==> config.mk <==
export PLATFORM = sky130hd
export DESIGN_NAME = csel_adder_pipe
export DESIGN_NICKNAME = d
export VERILOG_FILES = /design/src/rtl/csa_pkg.sv /design/src/rtl/csa_leaf.sv /design/src/rtl/csa_merge.sv /design/src/rtl/csa_final.sv /design/src/rtl/csel_adder_pipe.sv
export SDC_FILE = /design/constraint.sdc
export NUM_CORES = 1
export LEC_CHECK = 0
export ABC_AREA = 0
export BUFFER_PORTS_ARGS = -buffer_cell sky130_fd_sc_hd__buf_2
export CORE_ASPECT_RATIO = 1.75
export CORE_UTILIZATION = 51
export DETAILED_ROUTE_END_ITERATION = 10
export PLACE_DENSITY = 0.68
export SYNTH_ARGS = -nofsm -noshare
export SYNTH_HDL_FRONTEND = slang
export SYNTH_SLANG_ARGS = --single-unit
==> constraint.sdc <==
create_clock -name clk -period 1.11 [get_ports clk]
set_input_delay 0.111 -clock clk [delete_from_list [all_inputs] [get_ports clk]]
set_output_delay 0.111 -clock clk [all_outputs]
set_load 0.02 [all_outputs]
==> src/rtl/csa_pkg.sv <==
package csa_pkg;

  // Offset of carry stage k inside the flattened carry bus.
  // Stage k holds W >> k group carries; stages are stacked from k = 0.
  function automatic int carry_off(input int w, input int k);
    return 2 * w - 2 * (w >> k);
  endfunction

  function automatic bit is_pow2(input int w);
    return (w >= 2) && ((w & (w - 1)) == 0);
  endfunction

endpackage

==> src/rtl/csa_leaf.sv <==
// First stage: per-bit candidate sums and carries for both incoming carries.
module csa_leaf #(
  parameter int W = 16
) (
  input  logic         clk,
  input  logic         rst,
  input  logic         valid_i,
  input  logic         cin_i,
  input  logic [W-1:0] a_i,
  input  logic [W-1:0] b_i,
  output logic         valid_o,
  output logic         cin_o,
  output logic [W-1:0] s0_o,
  output logic [W-1:0] s1_o,
  output logic [W-1:0] c0_o,
  output logic [W-1:0] c1_o
);

  logic [W-1:0] half_x;
  logic [W-1:0] s0_n, s1_n, c0_n, c1_n;

  // modified half adder, one per bit
  always_comb begin
    half_x = a_i ^ b_i;
    s0_n   = half_x;
    s1_n   = ~half_x;
    c0_n   = a_i & b_i;
    c1_n   = a_i | b_i;
  end

  always_ff @(posedge clk) begin
    if (rst) begin
      valid_o <= 1'b0;
      cin_o   <= 1'b0;
      s0_o    <= '0;
      s1_o    <= '0;
      c0_o    <= '0;
      c1_o    <= '0;
    end else begin
      valid_o <= valid_i;
      if (valid_i) begin
        cin_o <= cin_i;
        s0_o  <= s0_n;
        s1_o  <= s1_n;
        c0_o  <= c0_n;
        c1_o  <= c1_n;
      end
    end
  end

endmodule

==> src/rtl/csa_merge.sv <==
// One intermediate merge level: groups of 2^LVL bits become 2^(LVL+1).
module csa_merge #(
  parameter int W   = 16,
  parameter int LVL = 0,
  localparam int G   = 1 << LVL,
  localparam int NGI = W >> LVL,
  localparam int NGO = NGI / 2
) (
  input  logic           clk,
  input  logic           rst,
  input  logic           valid_i,
  input  logic           cin_i,
  input  logic [W-1:0]   s0_i,
  input  logic [W-1:0]   s1_i,
  input  logic [NGI-1:0] c0_i,
  input  logic [NGI-1:0] c1_i,
  output logic           valid_o,
  output logic           cin_o,
  output logic [W-1:0]   s0_o,
  output logic [W-1:0]   s1_o,
  output logic [NGO-1:0] c0_o,
  output logic [NGO-1:0] c1_o
);

  logic [W-1:0]   m0, m1;
  logic [NGO-1:0] mc0, mc1;

  // lower-group carry chooses the upper group's candidate
  for (genvar g = 0; g < NGO; g++) begin : g_pair
    localparam int LO = 2 * g * G;
    localparam int HI = (2 * g + 1) * G;
    assign m0[LO +: G] = s0_i[LO +: G];
    assign m1[LO +: G] = s1_i[LO +: G];
    assign m0[HI +: G] = c0_i[2*g] ? s1_i[HI +: G] : s0_i[HI +: G];
    assign m1[HI +: G] = c1_i[2*g] ? s1_i[HI +: G] : s0_i[HI +: G];
    assign mc0[g]      = c0_i[2*g] ? c1_i[2*g+1] : c0_i[2*g+1];
    assign mc1[g]      = c1_i[2*g] ? c1_i[2*g+1] : c0_i[2*g+1];
  end

  always_ff @(posedge clk) begin
    if (rst) begin
      valid_o <= 1'b0;
      cin_o   <= 1'b0;
      s0_o    <= '0;
      s1_o    <= '0;
      c0_o    <= '0;
      c1_o    <= '0;
    end else begin
      valid_o <= valid_i;
      if (valid_i) begin
        cin_o <= cin_i;
        s0_o  <= m0;
        s1_o  <= m1;
        c0_o  <= mc0;
        c1_o  <= mc1;
      end
    end
  end


  merge_carry_order_chk: assert property (@(posedge clk) disable iff (rst)
    valid_o |-> ((c0_o & ~c1_o) == '0));

  for (genvar g = 0; g < NGO; g++) begin : g_lsb_chk

    merge_lsb_pair_chk: assert property (@(posedge clk) disable iff (rst)
      valid_o |-> (s0_o[g*2*G] != s1_o[g*2*G]));
  end

endmodule

==> src/rtl/csa_final.sv <==
// Last merge level: joins the two halves and applies the real carry-in.
module csa_final #(
  parameter int W = 16,
  localparam int H = W / 2
) (
  input  logic         clk,
  input  logic         rst,
  input  logic         valid_i,
  input  logic         cin_i,
  input  logic [W-1:0] s0_i,
  input  logic [W-1:0] s1_i,
  input  logic [1:0]   c0_i,
  input  logic [1:0]   c1_i,
  output logic         valid_o,
  output logic [W-1:0] sum_o,
  output logic         cout_o
);

  logic [W-1:0] m0, m1, sum_n;
  logic         mc0, mc1, cout_n;

  always_comb begin
    m0[H-1:0] = s0_i[H-1:0];
    m1[H-1:0] = s1_i[H-1:0];
    m0[W-1:H] = c0_i[0] ? s1_i[W-1:H] : s0_i[W-1:H];
    m1[W-1:H] = c1_i[0] ? s1_i[W-1:H] : s0_i[W-1:H];
    mc0       = c0_i[0] ? c1_i[1] : c0_i[1];
    mc1       = c1_i[0] ? c1_i[1] : c0_i[1];
    sum_n     = cin_i ? m1 : m0;
    cout_n    = cin_i ? mc1 : mc0;
  end

  always_ff @(posedge clk) begin
    if (rst) begin
      valid_o <= 1'b0;
      sum_o   <= '0;
      cout_o  <= 1'b0;
    end else begin
      valid_o <= valid_i;
      if (valid_i) begin
        sum_o  <= sum_n;
        cout_o <= cout_n;
      end
    end
  end


  final_hold_chk: assert property (@(posedge clk) disable iff (rst)
    !valid_o |-> ($stable(sum_o) && $stable(cout_o)));

endmodule

==> src/rtl/csel_adder_pipe.sv <==
module csel_adder_pipe #(
  parameter int W = 16
) (
  input  logic         clk,
  input  logic         rst,
  input  logic         in_valid,
  input  logic [W-1:0] op_a,
  input  logic [W-1:0] op_b,
  input  logic         carry_in,
  output logic         out_valid,
  output logic [W-1:0] sum,
  output logic         carry_out
);

  localparam int LEVELS = $clog2(W);
  localparam int CBITS  = 2 * W - 2;

  logic [W-1:0]     s0_b [LEVELS];
  logic [W-1:0]     s1_b [LEVELS];
  logic [CBITS-1:0] c0_b, c1_b;
  logic [LEVELS-1:0] vld_b, cin_b;

  csa_leaf #(.W(W)) u_leaf (
    .clk     (clk),
    .rst     (rst),
    .valid_i (in_valid),
    .cin_i   (carry_in),
    .a_i     (op_a),
    .b_i     (op_b),
    .valid_o (vld_b[0]),
    .cin_o   (cin_b[0]),
    .s0_o    (s0_b[0]),
    .s1_o    (s1_b[0]),
    .c0_o    (c0_b[W-1:0]),
    .c1_o    (c1_b[W-1:0])
  );

  for (genvar l = 0; l < LEVELS - 1; l++) begin : g_level
    localparam int NGI  = W >> l;
    localparam int NGO  = NGI / 2;
    localparam int OFFI = csa_pkg::carry_off(W, l);
    localparam int OFFO = csa_pkg::carry_off(W, l + 1);
    csa_merge #(.W(W), .LVL(l)) u_merge (
      .clk     (clk),
      .rst     (rst),
      .valid_i (vld_b[l]),
      .cin_i   (cin_b[l]),
      .s0_i    (s0_b[l]),
      .s1_i    (s1_b[l]),
      .c0_i    (c0_b[OFFI +: NGI]),
      .c1_i    (c1_b[OFFI +: NGI]),
      .valid_o (vld_b[l+1]),
      .cin_o   (cin_b[l+1]),
      .s0_o    (s0_b[l+1]),
      .s1_o    (s1_b[l+1]),
      .c0_o    (c0_b[OFFO +: NGO]),
      .c1_o    (c1_b[OFFO +: NGO])
    );
  end

  localparam int OFFL = csa_pkg::carry_off(W, LEVELS - 1);

  csa_final #(.W(W)) u_final (
    .clk     (clk),
    .rst     (rst),
    .valid_i (vld_b[LEVELS-1]),
    .cin_i   (cin_b[LEVELS-1]),
    .s0_i    (s0_b[LEVELS-1]),
    .s1_i    (s1_b[LEVELS-1]),
    .c0_i    (c0_b[OFFL +: 2]),
    .c1_i    (c1_b[OFFL +: 2]),
    .valid_o (out_valid),
    .sum_o   (sum),
    .cout_o  (carry_out)
  );


  reset_clear_chk: assert property (@(posedge clk)
    $past(rst) |-> (!out_valid && sum == '0 && !carry_out));

endmodule

After elaboration in Yosys (flattened, before gate mapping)
Cells that the tools add are included.
Storage, ports and cells
  flip-flop bits (word level): 214
  input bits: 36
  output and inout bits: 18
  word-level logic and storage cells: 93
Cells by class
  mux-type cells: 62
  bitwise gates (word level): 4
Operators by type and width (number)
  $mux 1: 47
  $and 16x16->16: 1
  $mux 16: 1
  $mux 2: 8
  $mux 4: 4
  $mux 8: 2
  $not 16->16: 1
  $or 16x16->16: 1
  $xor 16x16->16: 1

Logic depth before layout (Yosys ltp)
  word-level depth: 2
  depth in mapped cells: 5
  gate-level depth less buffers: 5

Hierarchy
A second synthesis with hierarchy kept.
Second synthesis, totals
  cell total of the unflattened synthesis: 876
  area total of the unflattened synthesis: 9359.0 µm²
Modules (own cells, without submodules)
  csa_leaf: instances 1, cells an instance 283, area an instance 2930.3 µm², sequential area each 1321.3 µm²
  csa_merge (g_level[0].u_merge): instances 1, cells an instance 196, area an instance 2194.6 µm², sequential area each 1001.0 µm²
  csa_merge (g_level[1].u_merge): instances 1, cells an instance 161, area an instance 1715.4 µm², sequential area each 840.8 µm²
  csa_merge (g_level[2].u_merge): instances 1, cells an instance 148, area an instance 1669.1 µm², sequential area each 760.7 µm²
  csa_final: instances 1, cells an instance 88, area an instance 849.6 µm², sequential area each 360.3 µm²

Worst setup path before layout
OpenSTA, ideal clock, no wires.
  kind: flip-flop to flip-flop
  start: register g_level[2].u_merge.cin_o
  end: register u_final.sum_o[14]
  data arrival time: 0.997 ns
  required time: 0.968 ns
  slack: -0.029 ns
  cell stages (with the launch flop): 5
  path buffers: 1
  cell sequence: dfxtp_1 > buf_6 > mux2_4 > nand2_1 > a311oi_1
Between the ends
  word-level cells in the longest chain between the ends: 1
RTL lines
  start, declared: RTL line csa_merge.sv:18  | output logic cin_o,
  start signal, assigned: RTL line csa_merge.sv:51  | cin_o <= cin_i;
  $mux 16: RTL line csa_final.sv:29  | sum_n = cin_i ? m1 : m0;
  end signal, assigned: RTL line csa_final.sv:41  | sum_o <= sum_n;
  end, declared: RTL line csa_final.sv:15  | output logic [W-1:0] sum_o,
No other way between the ends.
A chain may end at the register's enable or synchronous reset.

Final worst setup path
  start: register g_level[2].u_merge.cin_o
  end: register u_final.cout_o
Between the ends
  word-level cells in the longest chain between the ends: 1
RTL lines
  $mux 1: RTL line csa_final.sv:30  | cout_n = cin_i ? mc1 : mc0;
  end signal, assigned: RTL line csa_final.sv:42  | cout_o <= cout_n;
  end, declared: RTL line csa_final.sv:16  | output logic cout_o
No other way between the ends.

==> PnR_summary.wiki <==
{| class="wikitable"
! Metric !! Value
|-
| Number of global-route vias before repair || 5437
|-
| Source of the worst hold timing path || in_valid
|-
| RSZ-0062 raised after global routing || yes
|-
| Growth of design area from synthesis to finish || 17.97%
|-
| Final-report setup violation count || 9
|-
| Type of the worst setup path || register to register
|-
| Via count normalized by instance count || 5.050
|-
| Final WL || 15290 µm
|-
| Count of state elements after synthesis || 214
|-
| Global-route wire length before repair || 25910 µm
|-
| Post-place setup slack || -0.06104 ns
|-
| CTS tree || done
|-
| Placed standard-cell area || 0.009354 mm²
|-
| Crit path required time || 1.50 ns
|-
| Area used by multi-input combinational logic || 0.004063 mm²
|-
| Min setup slack post-route || -0.06053 ns
|-
| Count of flip-flops with a built-in enable after synthesis || 0
|-
| Headroom to the max-slew limit || 0.7791
|-
| Deepest clock path buffer count || 3
|-
| Crit path from || g_level[2].u_merge.cin_o
|-
| Run status || finished, violations left
|-
| Period minus WS final || 1.171 ns
|-
| Startpoint of the lowest-slack register-to-register path || g_level[2].u_merge.cin_o
|-
| Number of placed I/O pins || 54
|-
| Die ar. || 0.01768 mm²
|-
| Core area || 0.01687 mm²
|-
| Hold crit path type || input port to register
|-
| Via Count || 5913
|-
| Ys async rst share || 0
|-
| Routed wire per std cell || 13.06 µm
|-
| Buffer type at the clock tree root || clkbuf_16
|-
| Number of failing hold endpoints at the final stage || 0
|-
| Worst hold slack || 0.008322 ns
|-
| Setup crit end kind || register
|-
| Net count, final || 998
|-
| Worst-margin pin slew || 0.3309 ns
|-
| Post-detailed-placement half-perimeter wirelength || 10400 µm
|-
| Type of origin of the critical path || register
|-
| Antenna cell count || 0
|-
| Max-capacitance violation count || 0
|-
| Static Leakage || 4.057 nW
|-
| Critical Path AT || 1.57 ns
|-
| Initial antenna violation count || 0
|-
| Power per Cell Area || 1624 mW/mm²
|-
| Clock edge transition at the registers on the reported setup and hold paths || 0.06 ns
|-
| DRC violation count after routing || 0
|-
| Number of buffers inserted during clock tree synthesis || 20
|-
| Period Utilization, post-route || 1.055
|-
| Register area || 0.004298 mm²
|-
| Fraction of final layout cells with drive strength greater than 1 || 0.1472
|-
| Peak supply drop || 1020 µV
|-
| Final Util || 0.6110
|-
| Violation count after the first detailed-route iteration || 202
|-
| Slew Limit Fails || 0
|-
| GPL Wtd Cong || 0.7253
|-
| Total congestion overflow after global routing || 0
|-
| Mapped Area || 0.008737 mm²
|-
| Buffers on Ports || 53
|-
| Maximum number of pins on one net before global-route repair || 47
|-
| Antenna Nets Post-Route || 0
|-
| Count of fill cells added during filler insertion || 1511
|-
| Count of synthesis-stage warnings from yosys || 0
|-
| Cell count after synthesis || 886
|-
| Post-synth top flop || dfxtp_1
|-
| Standard-cell row count || 63
|-
| Leading cell type by number of instances after synthesis || dfxtp_1
|-
| First-pass iteration count of the detailed router || 4
|-
| Peak clock frequency supported by timing || 854.3 MHz
|-
| Number of H-tree branching levels || 1
|-
| Failing checks || setup timing
|-
| Cell type with the highest aggregate area in the netlist || dfxtp_1
|-
| Largest driver fanout on the critical path || 5
|-
| Chip width || 100.9 µm
|-
| Number of different library cells in the post-synthesis netlist || 15
|-
| Vertical die dimension || 175.1 µm
|-
| Number of clock sinks || 214
|-
| Fraction of synthesized cell area taken by the top area cell type || 0.4903
|-
| Post-synthesis net count || 954
|-
| Worst-Skew Late Latency || 0.48 ns
|-
| Ranking of synthesized cells by instance count || 214 x dfxtp_1, 209 x nor2_1, 184 x mux2i_1
|-
| Leading cell types by total area after synthesis || dfxtp_1 49%, mux2i_1 21%, nor2_1 9.0%
|-
| Portion of the post-synthesis area used by sequential elements || 0.4903
|-
| Clock skew || 0.009047 ns
|-
| Initial core utilization || 0.5179
|-
| Aggregate negative setup slack || -0.3285 ns
|-
| Post-Layout Inst Area || 0.01031 mm²
|-
| Synthesized area divided by synthesized cell count || 9.861 µm²
|-
| Total routing resource utilization after global routing || 0.1768
|}
## sequential cells by signal, indices dropped and copies added (netlist names)
| name | cells |
|---|---|
| g_level.u_merge.c0_o | 14 |
| g_level.u_merge.c1_o | 14 |
| g_level.u_merge.cin_o | 3 |
| g_level.u_merge.s0_o | 48 |
| g_level.u_merge.s1_o | 48 |
| g_level.u_merge.valid_o | 3 |
| u_final.cout_o | 1 |
| u_final.sum_o | 16 |
| u_final.valid_o | 1 |
| u_leaf.c0_o | 16 |
| u_leaf.c1_o | 16 |
| u_leaf.cin_o | 1 |
| u_leaf.s0_o | 16 |
| u_leaf.s1_o | 16 |
| u_leaf.valid_o | 1 |
## worst max-delay path, cell delays in order (launching register included)
cell and delay [ns]:
dfxtp_4 0.36, mux2i_4 0.26, buf_6 0.16, nand2_2 0.05, a311oi_2 0.25
## metal layers
metal / vias to the layer above / GRT usage / share of wire
met5: - / 0 / 0
met4: 0 / 0.04529 / 0.017
met3: 18 / 0.02360 / 0.026
met2: 67 / 0.2957 / 0.47
met1: 2707 / 0.2392 / 0.48
li1: 3121 / - / -
## repair_timing
action | in CTS | in global routing
cloned | 1 | 2
resized for setup | 18 | 29
pin swaps | 9 | 6
hold endpoints to repair | 17 | 0
hold buffers | 6 | 0
buffers inserted | 1 | 0
setup endpoints to repair | 18 | 26
## path summary, 6_finish.rpt
| check | endpoint | slack, ns | depth (start not counted) |
|---|---|---|---|
| setup / recovery | u_final.cout_o | -0.06 | 4 |
| hold / removal | u_leaf.c1_o[2] | 0.008 | 2 |
| hold reg to reg | u_final.sum_o[11] | 0.48 | 2 |
| setup reg to reg | u_final.cout_o | -0.06 | 4 |
## where the power goes
part / internal [W] / total [W] / switching [W]
clock: 0.00421 / 0.00704 / 0.00283
combinational: 0.000680 / 0.00138 / 0.000703
sequential: 0.00803 / 0.00832 / 0.000286
## cell usage in the layout, fill, tap and decap left out
cell / Yosys / layout
nor2_1: 209 / 209
dfxtp_1: 214 / 205
mux2i_1: 184 / 184
a211oi_1: 100 / 100
inv_1: 48 / 48
buf_2: 30 / 36
ha_1: 32 / 32
clkbuf_16: 0 / 22
buf_4: 0 / 21
buf_12: 0 / 13
nand2_1: 18 / 11
buf_6: 1 / 8
dfxtp_2: 0 / 8
nand2_2: 0 / 7
a311oi_2: 0 / 6
dlygate4sd3_1: 0 / 6
nor2b_1: 5 / 5
clkinv_2: 0 / 4
clkbuf_8: 0 / 4
a311oi_1: 9 / 3
mux2_4: 1 / 2
clkbuf_1: 22 / 2
bufinv_16: 0 / 2
clkinvlp_4: 0 / 2
mux2i_4: 0 / 1
inv_8: 0 / 1
dfxtp_4: 0 / 1
buf_8: 0 / 1
## logic make-up (layout without fill, tap and decap cells)
group                      Yosys count  in the layout  synth area share
DFF                                214            214            0.4903
and+or+nand+nor                    232            232            0.1011
buffers and inverters              113            170           0.05370
adders and majority gates           32             32           0.04583
muxes                              186            187            0.2141
AOI/OAI and AO/OA                  109            109           0.09495
## metrics by stage
stage / cells / total power [W]
finish: 1171 / 0.01674
global placement: 1125 / 0.009785
global route: 1171 / 0.01746
detailed placement: 1125 / 0.009829
floorplan: 886 / 0.009401
CTS: 1169 / 0.01694
## final cells by class
| class | count | share of cell area |
|---|---|---|
| clock buffers | 27 | 0.05705 |
| clock inverters | 9 | 0.01032 |
| inverters | 48 | 0.01748 |
| multi-input cells | 560 | 0.3941 |
| flip-flops and latches | 214 | 0.4170 |
| well taps | 227 | 0.02756 |
| repair buffers | 86 | 0.07647 |
Power figures use the tool's default switching activity.
